--- src/rtl/pport_drain_pkg.sv ---
package pport_drain_pkg;

  typedef enum logic [2:0] {
    SEL_CSR   = 3'd0,
    SEL_ADDR  = 3'd1,
    SEL_COUNT = 3'd2,
    SEL_NEXT  = 3'd3,
    SEL_TEST  = 3'd4
  } reg_sel_e;

  typedef enum logic {
    ST_IDLE  = 1'b0,
    ST_BURST = 1'b1
  } seq_state_e;

  function automatic int unsigned burst_bytes(input logic [1:0] code);
    case (code)
      2'b01:   return 16;
      2'b10:   return 32;
      default: return 4;
    endcase
  endfunction

endpackage

--- src/rtl/pport_byte_fifo.sv ---
module pport_byte_fifo #(
  parameter int DEPTH = 64,
  parameter int LVL_W = $clog2(DEPTH + 1)
) (
  input  logic             clk,
  input  logic             rst_n,
  input  logic             clr,
  input  logic             push,
  input  logic [7:0]       wdata,
  input  logic             pop,
  output logic [7:0]       rdata,
  output logic [LVL_W-1:0] level
);
  localparam int PTR_W = $clog2(DEPTH);

  logic [7:0]     mem [DEPTH];
  logic [PTR_W:0] wr_ptr, rd_ptr;

  always_ff @(posedge clk) begin
    if (push) mem[wr_ptr[PTR_W-1:0]] <= wdata;
  end

  always_ff @(posedge clk or negedge rst_n) begin
    if (!rst_n) begin
      wr_ptr <= '0;
      rd_ptr <= '0;
    end else if (clr) begin
      wr_ptr <= '0;
      rd_ptr <= '0;
    end else begin
      if (push) wr_ptr <= wr_ptr + 1'b1;
      if (pop)  rd_ptr <= rd_ptr + 1'b1;
    end
  end

  assign rdata = mem[rd_ptr[PTR_W-1:0]];
  assign level = LVL_W'(wr_ptr - rd_ptr);
endmodule

--- src/rtl/pport_drain_trig.sv ---
module pport_drain_trig
  import pport_drain_pkg::*;
(
  input  logic       clk,
  input  logic       rst_n,
  input  logic       reg_wr,
  input  logic [2:0] reg_sel,
  input  logic       diag,
  input  logic       irq_pend,
  input  logic       csr_reset,
  input  logic       csr_inval,
  input  logic       addr_reload,
  output logic       force_evt,
  output logic       inval_evt,
  output logic       reload_evt
);
  logic irq_q, rst_q, inval_q;
  logic irq_rise, rst_rise, wr_hit;

  always_ff @(posedge clk or negedge rst_n) begin
    if (!rst_n) begin
      irq_q   <= 1'b0;
      rst_q   <= 1'b0;
      inval_q <= 1'b0;
    end else begin
      irq_q   <= irq_pend;
      rst_q   <= csr_reset;
      inval_q <= csr_inval;
    end
  end

  always_comb begin
    irq_rise  = irq_pend && !irq_q;
    rst_rise  = csr_reset && !rst_q;
    inval_evt = csr_inval && !inval_q;
    wr_hit    = reg_wr && (reg_sel != 3'(SEL_TEST))
                && !((reg_sel == 3'(SEL_ADDR)) && diag);
    reload_evt = addr_reload;
    force_evt  = irq_rise || rst_rise || inval_evt || wr_hit
                 || (addr_reload && !diag);
  end
endmodule

--- src/rtl/pport_drain_seq.sv ---
module pport_drain_seq
  import pport_drain_pkg::*;
#(
  parameter int LVL_W  = 7,
  parameter int ADDR_W = 32
) (
  input  logic              clk,
  input  logic              rst_n,
  input  logic              force_evt,
  input  logic              inval_evt,
  input  logic              reload_evt,
  input  logic [ADDR_W-1:0] next_addr,
  input  logic [1:0]        burst_sel,
  input  logic [LVL_W-1:0]  level,
  input  logic              out_ready,
  output logic              busy,
  output logic              hold_in,
  output logic              fifo_clr,
  output logic              pop,
  output logic              out_valid,
  output logic              out_last,
  output logic [LVL_W-1:0]  out_count,
  output logic [ADDR_W-1:0] out_addr
);
  seq_state_e        state;
  logic [LVL_W-1:0]  rem, cnt, thr;
  logic [ADDR_W-1:0] addr, reload_val;
  logic              force_pend, inval_pend, reload_pend;
  logic              start_force, finalize, start_thr, done;

  always_comb begin
    busy        = (state == ST_BURST);
    thr         = LVL_W'(burst_bytes(burst_sel));
    start_force = !busy && force_pend && (level != '0);
    finalize    = !busy && !start_force && (force_pend || inval_pend || reload_pend);
    start_thr   = !busy && !start_force && !finalize && (level >= thr);
    pop         = busy && out_ready;
    done        = pop && (rem == LVL_W'(1));
    fifo_clr    = finalize && inval_pend;
    hold_in     = inval_pend;
    out_valid   = busy;
    out_last    = busy && (rem == LVL_W'(1));
    out_count   = cnt;
    out_addr    = addr;
  end

  always_ff @(posedge clk or negedge rst_n) begin
    if (!rst_n) begin
      state       <= ST_IDLE;
      rem         <= '0;
      cnt         <= '0;
      addr        <= '0;
      reload_val  <= '0;
      force_pend  <= 1'b0;
      inval_pend  <= 1'b0;
      reload_pend <= 1'b0;
    end else begin
      force_pend  <= (force_pend && !(start_force || finalize)) || force_evt;
      inval_pend  <= (inval_pend && !finalize) || inval_evt;
      reload_pend <= (reload_pend && !finalize) || reload_evt;
      if (reload_evt) reload_val <= next_addr;

      if (start_force) begin
        state <= ST_BURST;
        cnt   <= level;
        rem   <= level;
      end else if (start_thr) begin
        state <= ST_BURST;
        cnt   <= thr;
        rem   <= thr;
      end else if (finalize && reload_pend) begin
        addr <= reload_val;
      end

      if (pop) begin
        rem <= rem - 1'b1;
        if (done) begin
          state <= ST_IDLE;
          addr  <= addr + ADDR_W'(cnt);
        end
      end
    end
  end
endmodule

--- src/rtl/pport_drain_ctrl.sv ---
module pport_drain_ctrl #(
  parameter int DEPTH  = 64,
  parameter int ADDR_W = 32,
  localparam int LVL_W = $clog2(DEPTH + 1)
) (
  input  logic              clk,
  input  logic              rst_n,
  input  logic              in_valid,
  output logic              in_ready,
  input  logic [7:0]        in_data,
  output logic              out_valid,
  input  logic              out_ready,
  output logic [7:0]        out_data,
  output logic              out_last,
  output logic [LVL_W-1:0]  out_count,
  output logic [ADDR_W-1:0] out_addr,
  input  logic              reg_wr,
  input  logic [2:0]        reg_sel,
  input  logic              diag,
  input  logic [1:0]        burst_sel,
  input  logic              irq_pend,
  input  logic              csr_reset,
  input  logic              csr_inval,
  input  logic              addr_reload,
  input  logic [ADDR_W-1:0] next_addr,
  output logic [LVL_W-1:0]  fifo_level,
  output logic              drain_busy
);
  logic force_evt, inval_evt, reload_evt;
  logic busy, hold_in, fifo_clr, pop, push;

  assign in_ready   = !busy && !hold_in && (fifo_level < LVL_W'(DEPTH));
  assign push       = in_valid && in_ready;
  assign drain_busy = busy;

  pport_drain_trig u_trig (
    .clk        (clk),
    .rst_n      (rst_n),
    .reg_wr     (reg_wr),
    .reg_sel    (reg_sel),
    .diag       (diag),
    .irq_pend   (irq_pend),
    .csr_reset  (csr_reset),
    .csr_inval  (csr_inval),
    .addr_reload(addr_reload),
    .force_evt  (force_evt),
    .inval_evt  (inval_evt),
    .reload_evt (reload_evt)
  );

  pport_byte_fifo #(.DEPTH(DEPTH), .LVL_W(LVL_W)) u_fifo (
    .clk  (clk),
    .rst_n(rst_n),
    .clr  (fifo_clr),
    .push (push),
    .wdata(in_data),
    .pop  (pop),
    .rdata(out_data),
    .level(fifo_level)
  );

  pport_drain_seq #(.LVL_W(LVL_W), .ADDR_W(ADDR_W)) u_seq (
    .clk       (clk),
    .rst_n     (rst_n),
    .force_evt (force_evt),
    .inval_evt (inval_evt),
    .reload_evt(reload_evt),
    .next_addr (next_addr),
    .burst_sel (burst_sel),
    .level     (fifo_level),
    .out_ready (out_ready),
    .busy      (busy),
    .hold_in   (hold_in),
    .fifo_clr  (fifo_clr),
    .pop       (pop),
    .out_valid (out_valid),
    .out_last  (out_last),
    .out_count (out_count),
    .out_addr  (out_addr)
  );
endmodule

--- config.mk ---
export PLATFORM = sky130hd
export DESIGN_NAME = pport_drain_ctrl
export DESIGN_NICKNAME = d
export VERILOG_FILES = /design/src/rtl/pport_drain_pkg.sv /design/src/rtl/pport_byte_fifo.sv /design/src/rtl/pport_drain_trig.sv /design/src/rtl/pport_drain_seq.sv /design/src/rtl/pport_drain_ctrl.sv
export SDC_FILE = /design/constraint.sdc
export NUM_CORES = 1
export LEC_CHECK = 0
export ABC_AREA = 1
export BUFFER_PORTS_ARGS = -buffer_cell sky130_fd_sc_hd__clkbuf_2
export CAP_MARGIN = 5
export CORE_MARGIN = 5
export CORE_UTILIZATION = 40
export CTS_CLUSTER_SIZE = 14
export DETAILED_ROUTE_END_ITERATION = 6
export PLACE_DENSITY = 0.52
export SLEW_MARGIN = 5
export SYNTH_ARGS = -nofsm -noshare
export SYNTH_HDL_FRONTEND = slang
export SYNTH_SLANG_ARGS = --single-unit
--- constraint.sdc ---
create_clock -name clk -period 5.34 [get_ports clk]
set_clock_uncertainty 0.1 [all_clocks]
set_input_delay 1.602 -clock clk [delete_from_list [all_inputs] [get_ports clk]]
set_output_delay 1.602 -clock clk [all_outputs]
set_load 0.01 [all_outputs]
* After elaboration in Yosys (flattened, before gate mapping)
Memory sizes are Yosys's and may differ from the RTL's. Index checks and enable logic that the tools add are counted.
Operators by class: add/sub/neg operators 5, $mul 0, div/mod/pow operators 0, $lt $le $gt $ge 2, equal/unequal tests 5, shift-type cells 0, multiplexer cells 19, bitwise operators 0, reduce and logical (&&, ||, !) cells 49
Operator list (count):
- 2-to-1 mux 32 bit | 5
- 2-to-1 mux 7 bit | 7
- adder 32 x 7 -> 32 bit | 1
- logical AND 1 bit | 24
- adder 7 x 1 -> 7 bit (second input constant) | 2
- one-hot mux 6 bit (2 select lines) | 1
- zero test 1 bit | 10
- logical OR 1 bit | 10
- equality test 7 x 1 -> 1 bit (second input constant) | 1
- greater-or-equal comparator 7 x 6 -> 1 bit | 1
- < comparator 7 bit (second input constant) | 1
- nonzero test 7 bit | 1
- subtractor 7 x 1 -> 7 bit (second input constant) | 1
- subtractor 7 bit | 1
- 2-to-1 mux 1 bit | 6
- nonzero test 2 bit | 3
- equality test 3 x 1 -> 1 bit (second input constant) | 1
- != test 3 bit (second input constant) | 1
- nonzero test 3 bit | 1
- equality test 2 x 1 -> 1 bit (second input constant) | 1
- equality test 2 bit (second input constant) | 1
Storage, ports and cells: bits in registers 99, bits in latches 0, bits in writable memories 512, ROM bits 0, input bits 55, output and inout bits 58, word-level logic and storage cells 94, memories kept 1
Memories:
- u_fifo.mem | words 64, bits a word 8, read ports 1, clocked after Yosys merged registers in 0, write ports 1, RTL line pport_byte_fifo.sv:16 | logic [7:0] mem [DEPTH];

* Logic depth before layout (Yosys ltp)
Gate-level depths: netlist of run 1.
depth after elaboration 13, gate-level depth with buffers 20, mapped depth without buffers 18

* By module
A second synthesis of run 1 with hierarchy kept.
Second synthesis, totals: cells, all modules 2974, area total of the unflattened synthesis 28197.0 um2
By module, submodules not included:
- pport_byte_fifo | times used 1, cells an instance 2211, area an instance 22748.1 um2, seq. area each 15725.1 um2
- pport_drain_seq | times used 1, cells an instance 735, area an instance 5271.3 um2, seq. area each 2052.0 um2
- pport_drain_trig | times used 1, cells an instance 22, area an instance 152.6 um2, seq. area each 75.1 um2
- pport_drain_ctrl | times used 1, cells an instance 6, area an instance 25.0 um2, seq. area each 0.0 um2

* Worst setup path after synthesis of run 1
Ideal clock, no wire load.
path type reg-to-output, start register u_fifo.rd_ptr[2], end output in_ready, arrival time 2.104 ns, required time 3.638 ns, setup slack 1.534 ns, cell stages (with the launch flop) 13, path buffers 2, path through dfrtp_1 > clkbuf_1 > inv_1 > clkbuf_1 > ha_1 > nand2_1 > nor2_1 > nand2_1 > nand3_1 > nand2_1 > nand2_2 > inv_1 > nor3_1
Between the ends: longest elaborated chain between the ends 3
RTL lines:
- start, declared | RTL line pport_byte_fifo.sv:17 | logic [PTR_W:0] wr_ptr, rd_ptr;
- start signal, assigned | RTL line pport_byte_fifo.sv:32 | if (pop) rd_ptr <= rd_ptr + 1'b1;
- subtractor 7 bit | RTL line pport_byte_fifo.sv:37 | assign level = LVL_W'(wr_ptr - rd_ptr);
- net fifo_level[6] | RTL line pport_drain_ctrl.sv:26 | output logic [LVL_W-1:0] fifo_level,
- < comparator 7 bit | RTL line pport_drain_ctrl.sv:32 | assign in_ready = !busy && !hold_in && (fifo_level < LVL_W'(DEPTH));
- logical AND 1 bit | RTL line pport_drain_ctrl.sv:32
- end, declared | RTL line pport_drain_ctrl.sv:9 | output logic in_ready,
The timed path passes the listed nets, and every way through them passes these cells.

* Worst setup path in the final report of run 1
start register u_fifo.rd_ptr[0], end output out_data[6]
Between the ends: longest elaborated chain between the ends 1
RTL lines:
- memory read (64 x 8 bit)
- end, declared | RTL line pport_drain_ctrl.sv:13 | output logic [7:0] out_data,
Every way passes these cells.

==> metrics.md, run 1 <==
| Metric | Value |
|---|---|
| Hold crit path type | register to register |
| Hold Crit Start | u_seq.reload_val[3] |
| Die Wd | around 270 um |
| CTS sink cnt | roughly 610 |
| Crit Path Class | register to output pin |
| Avg Cell Area, Syn | approximately 11 sq um |
| Reg2Reg Depth | 12 |
| Placed cell count | roughly 3300 |
| Critical path required time | between 3 and 4 ns |
| Chip height | roughly 270 um |
| Slew headroom | about an eighth |
| Worst Hold Slack | around 0.37 ns |
| Reg2reg start | u_fifo.rd_ptr[2] |
| Crit Reg-Reg Endpoint | u_fifo.mem[62][6] |
| CTS Hold Buffers Added | 0 |
| Filler cells | 6077 |
| Post-Syn Instances | ~2400 |
| Die area | 0.07100 sq mm |
| Final ANT Viol Nets | 0 |
| DP HPWL | between 40000 and 50000 um |
| Critical path, cell by cell | inv_6 > buf_12 > o21ai_0 > o22ai_1 > nand2_1 > nand3_1 > nand2_1 > nand3_1 > clkbuf_2 |
| Leading post-synthesis cells by cell area | edfxtp_1 58%, dfrtp_1 9.4%, o21ai_0 5.8%, nand2_1 5.5%, nor2_1 5.2% |
| RSZ-0062 raised after global routing | false |
| Setup violators final | 0 |
| Final Max Tran Viols | 0 |
| CP max-delay cell | dfrtp_4 |
| CTS H-tree lvls | 3 |
| Fin. Hold Viols | 0 |
| Least-Margin Pin Slew | ~1.3 ns |
| Post-synthesis cell type count | 44 |
| Drc violations | 0 |
| Clk root buf | clkbuf_16 |
| CTS tree | done |
| CP max stage delay | about 0.52 ns |
| Fraction of layout cells with a size suffix above 1 | around 11% |
| Max-Cap Viols | 0 |
| Worst EP arrival | between 3 and 4 ns |
| # diodes | 0 |
| Io pins | ~110 |
| Critical path fanouts, max | roughly 110 |
| Final #Nets | about 2600 |
| 1st-pass router iterations | 5 |
| Final WL | ~76000 um |
| Gr ovfl total | 0 |
| Power per cell area | around 530 mW/mm^2 |
| Crit path capture type | output pin |
| Status | completed |
| Yosys top cell area share | between 50 and 60% |
| Site Rows | 94 |
| Vias/cell | approximately 5.5 |
| Clk_lat worst skew | 0.60 ns |
| Kind of cell adding the most delay to the critical path | buffers and inverters |
| Setup TNS | 0 ns |
| Vias in the first global route | approximately 18000 |
| Dominant synthesized flop cell | edfxtp_1 |
| Largest net degree at the start of global routing | between 150 and 200 |
| Startpoint types | register |
| Core area | 0.06551 sq mm |
| Finished Layout Cells | about 3400 |
| Gpl congestion | about 0.86 |
| EDFF count, synth | 512 |
| Final Critical Period | 4.891 ns |
| Fin util | 45.77% |
| I/O Buffers | 112 |
| DR WL/cell | 22.50 um |
| Total CTS buffers | 70 |
| R2R setup slack | ~1.0 ns |
| Postcts setup bufs | 0 |
| Final Cycle Share | roughly nine tenths |
| Global-route wire length before repair | around 110000 um |
| Synth Warn # | 0 |
| Sum of buffers and inverters on the critical path | 3 |
| Via count | 18720 |
| Maximum clock frequency | between 0.2 and 0.25 GHz |
| Synthesized area | 0.02631 sq mm |
| Worst vdd ir | about 370 uV |
| Synthesized flop and latch total | around 600 |
| Leakage | around 0.011 uW |
| Cell taking the most area after synthesis | edfxtp_1 |
| Area Overhead vs Synth | 13.97% |
| Initial core utilization | about two fifths |
| Initial antenna violation count | 0 |
| Post-synthesis sequential area ratio | 67.86% |
| GRT Util Overall | between 20% and 30% |
| Worst hold endpoint | u_seq.reload_val[3] |
| DR iter-0 viols | 1926 |
| Syn nets | roughly 2500 |
| Total power | around 16000 uW |
| Deepest clock path buffer count | 3 |
| Post-synth ARST share | about 16% |
| Min-Delay Path Depth | 2 |
| Post-CTS sizing | 0 |
| Clk slew on worst S/H paths | approximately 0.060 ns |
## worst register-to-register path: stages (launching register included)
cell and delay [ns]:
dfrtp_2 0.83, inv_1 0.18, ha_1 0.46, nand2_1 0.08
nor2_1 0.09, nand2_1 0.07, nand3_1 0.07, nand2_1 0.06
nand2_2 0.11, nand3_4 0.14, nor2_1 0.22, nand2_1 0.55
nor2_1 0.96
## Yosys cell counts, types with 4 or more instances
library cell / n
a21oi_1: 24
buf_2: 21
buf_4: 7
buf_6: 4
clkbuf_1: 98
clkinv_1: 5
dfrtp_1: 99
edfxtp_1: 512
ha_1: 22
inv_1: 125
nand2_1: 387
nand2_2: 8
nand3_1: 116
nand4_1: 60
nor2_1: 367
nor2_2: 4
nor3_1: 19
nor4_1: 4
o211ai_1: 18
o21ai_0: 307
o21ai_1: 7
o221ai_1: 46
o22ai_1: 75
xnor2_1: 7
xor2_1: 9
## per-stage QoR
| stage | worst slack [ns] | cell area (sq um) |
|---|---|---|
| floorplan | 1.534 | 26310 |
| global placement | 1.061 | 27730 |
| detailed placement | 1.048 | 27730 |
| CTS | 0.3926 | 29980 |
| global route | 0.2382 | 29980 |
| finish | 0.4493 | 29980 |
## kinds of logic after synthesis
logic type,Yosys count,share of synthesized area [%]
simple gates,979,15.69
flops,611,67.86
compound gates,487,10.58
buf+inv,265,4.095
fa+ha+maj,24,1.199
xor+xnor,16,0.5327
mux,1,0.04280
## area by class of cell
class	count	area [sq um]	share of cell area, %
multi-input combinational	1507	7380	24.61
clock inverter	31	339.1	1.131
inverter	133	505.5	1.686
clock buffer	96	1912	6.377
sequential	611	17860	59.57
tap	864	1081	3.606
timing repair buffer	149	903.4	3.013
## flip-flops by register name, indices dropped and copies added, names as in the netlist
signal and flops:
u_seq.busy 1, u_seq.rem 7, u_fifo.wr_ptr 7, u_seq.out_addr 32
u_seq.force_pend 1, u_seq.out_count 7, u_trig.inval_q 1, u_fifo.rd_ptr 7
u_fifo.mem 512, u_seq.reload_pend 1, u_seq.reload_val 32, u_seq.hold_in 1
u_trig.rst_q 1, u_trig.irq_q 1
## worst max-delay path by stage
stage / from / end / slack [ns] / depth (start not counted)
after floorplan: u_fifo.rd_ptr[2] / in_ready / 1.53 / 12
after global placement: u_fifo.rd_ptr[0] / out_data[6] / 1.06 / 10
after detailed placement: u_fifo.rd_ptr[0] / out_data[0] / 1.05 / 9
after CTS: u_fifo.rd_ptr[0] / out_data[6] / 0.39 / 10
after global routing: u_fifo.rd_ptr[0] / out_data[5] / 0.24 / 8
final: u_fifo.rd_ptr[0] / out_data[6] / 0.45 / 9
## per-layer routing
layer  GRT usage (%)  part of all wire [%]
met2           32.82                    46
met4           5.607                   2.5
met5               0                     0
met3           4.462                   6.9
met1           30.30                    45
## cell usage in the layout (no fill, tap or decap), types with 3 or more instances in the layout
master       n
a21oi_1     24
buf_12       5
buf_4       33
bufinv_16    5
clkbuf_1    22
clkbuf_16   72
clkbuf_2   111
clkinv_1    12
clkinv_2    12
dfrtp_1     96
edfxtp_1   512
ha_1        22
inv_1      123
inv_2        3
inv_6        5
nand2_1    387
nand2_2      8
nand3_1    116
nand4_1     60
nor2_1     366
nor2_2       5
nor2_4       3
nor3_1      19
nor4_1       4
o211ai_1    18
o21ai_0    307
o21ai_1      7
o221ai_1    46
o22ai_1     75
xnor2_1      7
xor2_1       9
## where the power goes
group / leakage, uW / total, uW / internal (uW) / switching (uW)
sequential: 0.00581 / 5720 / 5400 / 319
clock: 0.00110 / 4730 / 2780 / 1960
combinational: 0.00409 / 5440 / 1600 / 3830
total: 0.0110 / 15900 / 9790 / 6110
(Power assumes the default switching activity.)
==> run 2, diff against run 1 <==
--- a/config.mk
+++ b/config.mk
@@ -8,11 +8,13 @@
 export ABC_AREA = 1
 export BUFFER_PORTS_ARGS = -buffer_cell sky130_fd_sc_hd__clkbuf_2
 export CAP_MARGIN = 5
+export CELL_PAD_IN_SITES_DETAIL_PLACEMENT = 1
+export CELL_PAD_IN_SITES_GLOBAL_PLACEMENT = 2
 export CORE_MARGIN = 5
 export CORE_UTILIZATION = 40
 export CTS_CLUSTER_SIZE = 14
 export DETAILED_ROUTE_END_ITERATION = 6
-export PLACE_DENSITY = 0.52
+export PLACE_DENSITY = 0.73
 export SLEW_MARGIN = 5
 export SYNTH_ARGS = -nofsm -noshare
 export SYNTH_HDL_FRONTEND = slang
==> run 2 against run 1 <==
Effect of this change:
- cell count increased by 0.15%
- combinational power increased by 3%
- register-to-register slack got worse by 0.17 ns
- clock power about the same
- clock-buffer cell count decreased by 14
- via count increased by 1.6%
- core utilization about the same
- hold slack got worse by 0.0013 ns
- cell area about the same
- critical path depth decreased by 1
- largest power group unchanged
==> metrics.md, run 2 (synthesized netlist as in run 1, its figures left out) <==
| Metric | Value |
|---|---|
| Status | completed |
| Max reg flops | 512 (unchanged) |
| Gr ovfl total | 0 (unchanged) |
| Most frequent cells in the layout | 512 x edfxtp_1, 387 x nand2_1, 366 x nor2_1 |
| Crit path capture type | output pin |
| Startpoint types | register |
| Clk slew on worst S/H paths | 0.06 ns (about the same) |
| Final Cycle Share | 96.00% (+4.4 points) |
| Final ANT Viol Nets | 0 (unchanged) |
| Hold crit path type | register to register |
| Psw | 6285 uW (+2.9%) |
| Commonest non-fill, non-tap cell in the layout | edfxtp_1 |
| Via count | 19030 (+1.6%) |
| CTS H-tree lvls | 3 (unchanged) |
| Worst EP arrival | 3.42 ns (+0.23 ns) |
| CTS sink cnt | 611 (unchanged) |
| Final Critical Period | 5.127 ns (+0.2358 ns) |
| Clk root buf | clkbuf_16 |
| Crit Path Class | register to output pin |
| Power per cell area | 534.0 mW/mm^2 (+0.70%) |
| Setup violators final | 0 (unchanged) |
| DR iter-0 viols | 1465 (-24%) |
| Slew headroom | 24.07% (+11 points) |
| RSZ-0062 raised after global routing | false |
| Io pins | 113 (unchanged) |
| Int Pwr | 9739 uW (-0.49%) |
| Clk_lat worst skew | 0.61 ns (about the same) |
| Setup TNS | 0 ns (unchanged) |
| Maximum clock frequency | 0.1951 GHz (-4.6%) |
| Least-Margin Pin Slew | 1.135 ns (-0.1581 ns) |
| Final WL | 83160 um (+9.0%) |
| Deepest clock path buffer count | 3 (unchanged) |
| Seq pwr share | 35.8% (-0.2 points) |
| DP HPWL | 52080 um (+12%) |
| Site Rows | 94 (unchanged) |
| CTS Hold Buffers Added | 0 (unchanged) |
| Global-route wire length before repair | 125600 um (+9.3%) |
| Leakage | 0.01101 uW (about the same) |
| Net Sw Frac | 39.22% (+0.79 points) |
| CTS tree | done |
| Final Max Tran Viols | 0 (unchanged) |
| Critical path fanouts, max | 34 (-68%) |
| Core area | 0.06551 sq mm (unchanged) |
| GRT Util Overall | 23.13% (+2.1 points) |
| Total power | 16020 uW (+0.80%) |
| Fin. Hold Viols | 0 (unchanged) |
| Vias in the first global route | 19710 (+8.8%) |
| Logic pwr share | 34.8% (+0.6 points) |
| Postcts setup bufs | 0 (unchanged) |
| Initial core utilization | 40.16% (unchanged) |
| Max-Cap Viols | 0 (unchanged) |
| Die Wd | 266.5 um (unchanged) |
| 1st-pass router iterations | 5 (unchanged) |
| Drc violations | 0 (unchanged) |
| Initial antenna violation count | 1 (+1) |
| Gpl congestion | 0.8177 (-4.8%) |
| Vias/cell | 5.602 (+1.5%) |
| Critical path required time | 3.64 ns (about the same) |
| Area Overhead vs Synth | 14.08% (about the same) |
| Die area | 0.07100 sq mm (unchanged) |
| I/O Buffers | 112 (unchanged) |
| Power share of the clock group | 29.4% (-0.4 points) |
| Total CTS buffers | 69 (-1.4%) |
| Chip height | 266.5 um (unchanged) |
| Largest net degree at the start of global routing | 136 (-21%) |
| Worst vdd ir | 334.4 uV (-9.6%) |
| # diodes | 0 (unchanged) |
| Final #Nets | 2555 (+0.16%) |
| DR WL/cell | 24.49 um (+8.8%) |
| Fraction of layout cells with a size suffix above 1 | 11.49% (+0.33 points) |
==> run 2: cell types whose count changed in the layout (fill, tap and decap cells not counted), moves of 4 or more <==
cell	change
buf_4	+5
clkinv_1	+6
clkinvlp_4	+4
clkinv_2	+5
inv_6	-4
clkbuf_1	-10
==> run 2: routing by layer <==
metal / vias to the layer above / GRT usage, % / wire, um
met5: - / 0 / 7
met3: 125 / 3.457 / 3613
met4: 2 / 5.691 / 1968
met2: 430 / 37.81 / 39940
li1: 8676 / - / -
met1: 9793 / 32.89 / 37630
==> run 2: power by group through the flow <==
stage / Sequential (uW) / Combinational [uW] / Clock (uW)
detailed placement: 5830 / 5590 / 0
CTS: 5740 / 5630 / 4810
global route: 5770 / 6150 / 5040
finish: 5740 / 5580 / 4710
floorplan: 5750 / 3430 / 0
global placement: 5830 / 5460 / 0
==> run 2: what timing repair did <==
action                                  4_1_cts  5_1_grt
resized for setup                             0        1
endpoints found under the setup margin        0        1
endpoints found under the hold margin         0        0
==> run 2: area by class of cell <==
cell class / instances / area (sq um)
Fill cell: 7058 / 35500
Sequential cell: 611 / 17860
Clock buffer: 82 / 1797
Timing Repair Buffer: 154 / 940.9
Inverter: 133 / 508.0
Tap cell: 864 / 1081
Multi-Input combinational cell: 1507 / 7380
Clock inverter: 45 / 442.9
==> run 2: path summary, 6_finish.rpt <==
path	start	end	slack (ns)	cells past startpoint
worst max-delay path	u_fifo.rd_ptr[1]	out_data[0]	0.21	8
max in group asynchronous	rst_n	u_seq.reload_val[15]	3.30	2
worst max register to register	u_fifo.rd_ptr[1]	u_fifo.mem[22][1]	0.87	10
min in group asynchronous	rst_n	u_seq.rem[2]	0.96	1
worst min-delay path	u_seq.reload_val[18]	u_seq.reload_val[18]	0.37	2
worst min register to register	u_seq.reload_val[18]	u_seq.reload_val[18]	0.37	2
==> run 2: worst max-delay path: stages (launching register included) <==
cell	delay, ns
dfrtp_4	0.52
clkinv_2	0.52
o21ai_0	0.32
o221ai_1	0.22
o211ai_1	0.21
nand4_1	0.39
nand3_1	0.25
nand2_1	0.20
clkbuf_2	0.18
==> run 2: through the flow <==
stage | std cells | util [%] | hold slack (ns) | instance area [sq um] | setup WS, ns
6_report | 3396 | 45.81 | 0.3719 | 30010 | 0.2135
5_1_grt | 3396 | 45.81 | 0.3922 | 30010 | 0.03996
4_1_cts | 3396 | 45.81 | 0.3740 | 30010 | 0.1122
3_5_place_dp | 3269 | 42.39 | 0.3590 | 27770 | 0.7654
3_3_place_gp | 3269 | 42.39 | 0.3555 | 27770 | 0.8994
2_1_floorplan | 2383 | - | 0.3420 | 26310 | 1.534
